## src/rtl/lsu_ag_pkg.sv

```systemverilog
package lsu_ag_pkg;
  typedef enum logic [1:0] {
    AG_INDEXED = 2'd0,
    AG_INCR    = 2'd1,
    AG_PAIR    = 2'd2,
    AG_RSVD    = 2'd3
  } ag_mode_e;

  typedef enum logic [1:0] {
    SZ_BYTE = 2'd0,
    SZ_HALF = 2'd1,
    SZ_WORD = 2'd2,
    SZ_DBL  = 2'd3
  } ag_size_e;

  localparam int REGW = 5;
endpackage

```

## src/rtl/lsu_ag_index.sv

```systemverilog
module lsu_ag_index #(
  parameter int XLEN = 64
) (
  input  logic [XLEN-1:0] base,
  input  logic [XLEN-1:0] index,
  input  logic [1:0]      shift,
  input  logic            zext,
  output logic [XLEN-1:0] addr
);
  logic [XLEN-1:0] idx;

  generate
    if (XLEN > 32) begin : g_wide
      assign idx = zext ? {{(XLEN-32){1'b0}}, index[31:0]} : index;
    end else begin : g_narrow
      logic unused_zext;
      assign unused_zext = zext;
      assign idx = index;
    end
  endgenerate

  assign addr = base + (idx << shift);
endmodule

```

## src/rtl/lsu_ag_incr.sv

```systemverilog
module lsu_ag_incr #(
  parameter int XLEN = 64
) (
  input  logic [XLEN-1:0] base,
  input  logic [4:0]      imm5,
  input  logic [1:0]      shift,
  input  logic            pre,
  output logic [XLEN-1:0] addr,
  output logic [XLEN-1:0] next_base
);
  logic [XLEN-1:0] step;

  assign step      = {{(XLEN-5){imm5[4]}}, imm5} << shift;
  assign next_base = base + step;
  assign addr      = pre ? next_base : base;
endmodule

```

## src/rtl/lsu_ag_pair.sv

```systemverilog
module lsu_ag_pair #(
  parameter int XLEN = 64
) (
  input  logic [XLEN-1:0] base,
  input  logic [1:0]      sh2,
  input  logic            dbl,
  output logic [XLEN-1:0] addr1,
  output logic [XLEN-1:0] addr2
);
  localparam logic [XLEN-1:0] WORD_BYTES = XLEN'(4);
  localparam logic [XLEN-1:0] DBL_BYTES  = XLEN'(8);

  logic [XLEN-1:0] offs;

  assign offs  = dbl ? (XLEN'(sh2) << 4) : (XLEN'(sh2) << 3);
  assign addr1 = base + offs;
  assign addr2 = addr1 + (dbl ? DBL_BYTES : WORD_BYTES);
endmodule

```

## src/rtl/lsu_ag_legal.sv

```systemverilog
module lsu_ag_legal
  import lsu_ag_pkg::*;
#(
  parameter bit WIDE = 1'b1
) (
  input  logic [1:0]      mode,
  input  logic [1:0]      size,
  input  logic            is_load,
  input  logic [REGW-1:0] rd,
  input  logic [REGW-1:0] rd2,
  input  logic [REGW-1:0] rs,
  output logic            illegal
);
  logic dbl_bad;
  logic mode_bad;

  assign dbl_bad = !WIDE && (size == SZ_DBL);

  always_comb begin
    mode_bad = 1'b0;
    unique case (ag_mode_e'(mode))
      AG_INDEXED: mode_bad = 1'b0;
      AG_INCR:    mode_bad = is_load && (rd == rs);
      AG_PAIR:    mode_bad = (size == SZ_BYTE) || (size == SZ_HALF) ||
                             (is_load && ((rs == rd) || (rs == rd2) || (rd == rd2)));
      default:    mode_bad = 1'b1;
    endcase
  end

  assign illegal = dbl_bad || mode_bad;
endmodule

```

## src/rtl/lsu_addr_gen.sv

```systemverilog
module lsu_addr_gen
  import lsu_ag_pkg::*;
#(
  parameter int XLEN = 64
) (
  input  logic            clk,
  input  logic            rst,
  input  logic            req_valid,
  output logic            req_ready,
  input  logic [1:0]      req_mode,
  input  logic [1:0]      req_size,
  input  logic            req_is_load,
  input  logic            req_pre,
  input  logic            req_zext,
  input  logic [XLEN-1:0] req_base,
  input  logic [XLEN-1:0] req_index,
  input  logic [1:0]      req_shift,
  input  logic [4:0]      req_imm5,
  input  logic [1:0]      req_sh2,
  input  logic [4:0]      req_rd,
  input  logic [4:0]      req_rd2,
  input  logic [4:0]      req_rs,
  output logic            out_valid,
  input  logic            out_ready,
  output logic [XLEN-1:0] out_addr,
  output logic            out_second,
  output logic            wb_en,
  output logic [4:0]      wb_reg,
  output logic [XLEN-1:0] wb_data,
  output logic            illegal
);
  localparam bit WIDE = (XLEN >= 64);

  logic [XLEN-1:0] idx_addr, inc_addr, inc_next, pr_addr1, pr_addr2;
  logic            bad;
  logic [XLEN-1:0] first_c;
  logic            wb_c;
  logic            pair_c;

  logic            pend_q;
  logic [XLEN-1:0] pend_addr_q;

  lsu_ag_index #(.XLEN(XLEN)) u_index (
    .base(req_base), .index(req_index), .shift(req_shift),
    .zext(req_zext), .addr(idx_addr)
  );

  lsu_ag_incr #(.XLEN(XLEN)) u_incr (
    .base(req_base), .imm5(req_imm5), .shift(req_shift),
    .pre(req_pre), .addr(inc_addr), .next_base(inc_next)
  );

  lsu_ag_pair #(.XLEN(XLEN)) u_pair (
    .base(req_base), .sh2(req_sh2), .dbl(req_size == SZ_DBL),
    .addr1(pr_addr1), .addr2(pr_addr2)
  );

  lsu_ag_legal #(.WIDE(WIDE)) u_legal (
    .mode(req_mode), .size(req_size), .is_load(req_is_load),
    .rd(req_rd), .rd2(req_rd2), .rs(req_rs), .illegal(bad)
  );

  always_comb begin
    first_c = idx_addr;
    wb_c    = 1'b0;
    pair_c  = 1'b0;
    case (ag_mode_e'(req_mode))
      AG_INCR: begin
        first_c = inc_addr;
        wb_c    = !bad;
      end
      AG_PAIR: begin
        first_c = pr_addr1;
        pair_c  = !bad;
      end
      default: first_c = idx_addr;
    endcase
  end

  logic accept;
  logic advance;

  assign req_ready = !pend_q && (!out_valid || out_ready);
  assign accept    = req_valid && req_ready;
  assign advance   = out_valid && out_ready;

  always_ff @(posedge clk) begin
    if (rst) begin
      out_valid   <= 1'b0;
      out_addr    <= '0;
      out_second  <= 1'b0;
      wb_en       <= 1'b0;
      wb_reg      <= '0;
      wb_data     <= '0;
      illegal     <= 1'b0;
      pend_q      <= 1'b0;
      pend_addr_q <= '0;
    end else if (accept) begin
      out_valid   <= 1'b1;
      out_addr    <= first_c;
      out_second  <= 1'b0;
      wb_en       <= wb_c;
      wb_reg      <= req_rs;
      wb_data     <= inc_next;
      illegal     <= bad;
      pend_q      <= pair_c;
      pend_addr_q <= pr_addr2;
    end else if (advance) begin
      if (pend_q) begin
        out_addr   <= pend_addr_q;
        out_second <= 1'b1;
        wb_en      <= 1'b0;
        illegal    <= 1'b0;
        pend_q     <= 1'b0;
      end else begin
        out_valid  <= 1'b0;
        out_second <= 1'b0;
        wb_en      <= 1'b0;
        illegal    <= 1'b0;
      end
    end
  end
endmodule

```

## config.mk

```make
export PLATFORM = sky130hd
export DESIGN_NAME = lsu_addr_gen
export DESIGN_NICKNAME = d
export VERILOG_FILES = /design/src/rtl/lsu_ag_pkg.sv /design/src/rtl/lsu_ag_index.sv /design/src/rtl/lsu_ag_incr.sv /design/src/rtl/lsu_ag_pair.sv /design/src/rtl/lsu_ag_legal.sv /design/src/rtl/lsu_addr_gen.sv
export SDC_FILE = /design/constraint.sdc
export NUM_CORES = 1
export LEC_CHECK = 0
export BUFFER_PORTS_ARGS = -buffer_cell sky130_fd_sc_hd__buf_2
export CAP_MARGIN = 40
export CORE_ASPECT_RATIO = 1.2
export CORE_MARGIN = 2
export CORE_UTILIZATION = 55
export CTS_BUF_LIST = sky130_fd_sc_hd__clkbuf_4 sky130_fd_sc_hd__clkbuf_8
export DETAILED_ROUTE_END_ITERATION = 12
export GPL_ROUTABILITY_DRIVEN = 0
export PLACE_DENSITY = 0.88
export RECOVER_POWER = 50
export SYNTH_ARGS = -nofsm -noshare
export SYNTH_HDL_FRONTEND = slang
export SYNTH_HIERARCHICAL = 1
export SYNTH_SLANG_ARGS = --single-unit
```

## constraint.sdc

```tcl
create_clock -name clk -period 5.3 [get_ports clk]
set_input_delay 1.06 -clock clk [delete_from_list [all_inputs] [get_ports clk]]
set_output_delay 1.06 -clock clk [all_outputs]
set_load 0.02 [all_outputs]
```

==> results.toml <==
[yosys]
ys_warn_count = 6
yosys.area.top_type = "dfxtp_1"
synthArstFlopShare_pct = 0
synth-edff-count = 0
synth_nets = 3179
synth.distinct_cells = 121
synth.area.top_cells = "dfxtp_1 17%, a21oi_1 7.5%, ha_1 7.2%, mux4_2 5.4%, xnor2_1 5.3%"
ys_seq_elements = 202
yosysSeqAreaShare_pct = 17.4
synth_cells = 2878
synth_flop_cell = "dfxtp_1"
syn-mean-instance-area_um2 = 8.06
synth_top_cell_area_share_pct = 17.4
synth_area_mm2 = 0.0232

[grt]
grt.busiest_layer = "met2"
grt_max_degree = 119
met3_usage_pct = 7.22
grt_usage_pct = 36.1
overflow = 0
grt_pass1_vias = 24700
use_met1_pct = 44.4
met2_usage_pct = 57.6
antenna_found_initial = 2
grt_pass1_wl_mm = 129

[timing]
timing.fmax_ghz = 0.196
slew_headroom_pct = -103
fin_crit_ns = 5.10
worst_slew_pin_slew_ns = 3.05
skew_ns = 0.0443
finalSetupViolations = 0
setup_tns_ns = 0
drv_slew = 137
period_share_pct = 96.3
finalHoldViolations = 0
rsz0062_at_grt = "false"

[clocking]
cts_resized = 0
cts_num_sinks = 202
cts_buffers = 36
postCtsHoldBufs = 0
clkTransAtPathRegs_ns = 0.08
clockBufferDepth = 3
cts_tree = "built"
cts_setup_buffers = 0
clock_latency_ns = 0.59
htree_levels = 2
cts-root-buf = "clkbuf_8"

[floorplan]
pin_count = 301
coreArea_mm2 = 0.0417
fp.dieH_um = 229
fp.dieW_um = 191
rows = 82
die_area_mm2 = 0.0438
start_util_pct = 55.7

[run]
cap_violations = 2

[cells_and_area]
syn2layout_area_growth_pct = 13.2
final_common_cell = "a21oi_1"
final_cell_mix = "347 x a21oi_1, 202 x dfxtp_1, 194 x nand3_1, 193 x o21ai_0, 166 x nand2_1"
nFillCells = 3577
drive_gt1_share_pct = 20.9
instances_no_fill = 3717
nets = 3445
reg_top3 = "out_addr x64, pend_addr_q x64, wb_data x64"
diodes = 0

[pwr]
p_leak_nw = 10.3
power_density_mw_per_mm2 = 238
ir_worst_vdd_mv = 0.207

[route]
firstDrtPassIters = 6
vias = 26200
via_per_inst = 7.04
drt_iter0_markers = 3429
antenna_left = 0
drcViolationCount = 0
wl_per_cell_um = 22.3
wl_mm = 82.9

[worst_setup_path]
start_kind = "primary input"
criticalPathCategory = "in2reg"
rrSetupSlack_ns = 1.15
cp.arrival_ns = 5.62
crit_fanout = 6
crit_path_end_kind = "flop"
crit_required_ns = 5.81

[outcome]
violations = "max-capacitance violations, max-slew violations"
status = "complete, but fails checks"

[placed_design]
dpl.cell_count = 3652
io_buffers = 300
hpwl_mm = 60.9

[worst_hold_path]
hold_class = "reg2reg"
-- per-stage QoR --
step           setup slack [ns]  power, mW  area [um^2]  utilization [%]  hold WS (ns)
2_1_floorplan             0.114       3.71        23200                -         0.469
3_3_place_gp             -0.112       4.53        25600             61.5         0.459
3_5_place_dp             -0.243       4.60        25700             61.7         0.465
4_1_cts                   0.347       6.20        26500             63.5         0.472
5_1_grt                  0.0164       6.53        26300             63.0         0.499
6_report                  0.196       6.26        26300             63.0         0.472
-- layer usage --
metal | share of wire, % | vias up | routed length (um)
met5 | 0.016 | - | 13
met4 | 6.9 | 2 | 5710
met3 | 11 | 494 | 9260
met2 | 45 | 1936 | 37400
met1 | 37 | 12200 | 30400
li1 | - | 11600 | -
-- logic make-up after synthesis --
kind of cell             synth area share [%]
flip-flops                               17.4
AO/OA/AOI/OAI                            32.2
AND/OR/NAND/NOR                          19.1
adder cells (fa/ha/maj)                  7.58
multiplexers                             8.58
XOR/XNOR                                 8.75
buffers and inverters                    6.40
-- power breakdown --
part           leakage [nW]  total, mW  internal, mW  switching (mW)
logic                  8.24       2.93          1.13            1.80
clock network         0.408       1.60         0.873           0.731
registers              1.66       1.73          1.66          0.0716
total                  10.3       6.26          3.66            2.60
-- worst max-delay path: stages --
cell and delay [ns]:
buf_2 0.09, and2_1 0.33, mux2_2 0.42, fa_1 0.44, or4b_1 0.51, nor4b_1 0.24
or4_1 0.14, nand3_1 0.09, or4_1 0.61, or3_4 0.40, buf_4 0.16, nor3_1 0.31
buf_4 0.20, nand4_1 0.11, xnor2_1 0.19, nand3_1 0.12, a21oi_1 0.18
-- final cells by class --
cell class                      instances  area, um^2  area share [%]
Clock inverter                          7        40.0           0.152
Timing Repair Buffer                  475        2810            10.7
Tap cell                              546         683            2.60
Multi-Input combinational cell       2358       17700            67.3
Sequential cell                       202        4040            15.4
Clock buffer                           58         729            2.78
Inverter                               71         267            1.02
-- path summary, 6_finish.rpt --
check | end | from | cells after the start
worst max register to register | out_addr[15]$_SDFFE_PP0P_ | out_valid$_SDFFE_PP0P_ | 4
worst min register to register | wb_data[42]$_SDFFE_PP0P_ | wb_data[42]$_SDFFE_PP0P_ | 2
worst min-delay path | wb_data[42]$_SDFFE_PP0P_ | wb_data[42]$_SDFFE_PP0P_ | 2
worst max-delay path | pend_addr_q[59]$_SDFFE_PP0P_ | req_size[1] | 17
-- cell usage after synthesis (19+ instances only) --
library cell,instances
a21oi_1,347
dfxtp_1,202
nand3_1,194
o21ai_0,193
nand2_1,166
xnor2_1,141
ha_1,134
clkbuf_1,127
nor2_1,125
a21o_1,88
xor2_1,87
inv_1,70
a221o_1,67
buf_2,65
o2111ai_1,65
a311oi_2,63
nand4_1,62
mux4_2,56
mux2_2,53
nor2b_1,45
nor3_1,39
nor4_1,27
o21ai_1,26
a211oi_1,23
and3_1,23
o21bai_1,21
and2_1,20
a31oi_1,19
(Power assumes the default switching activity.)
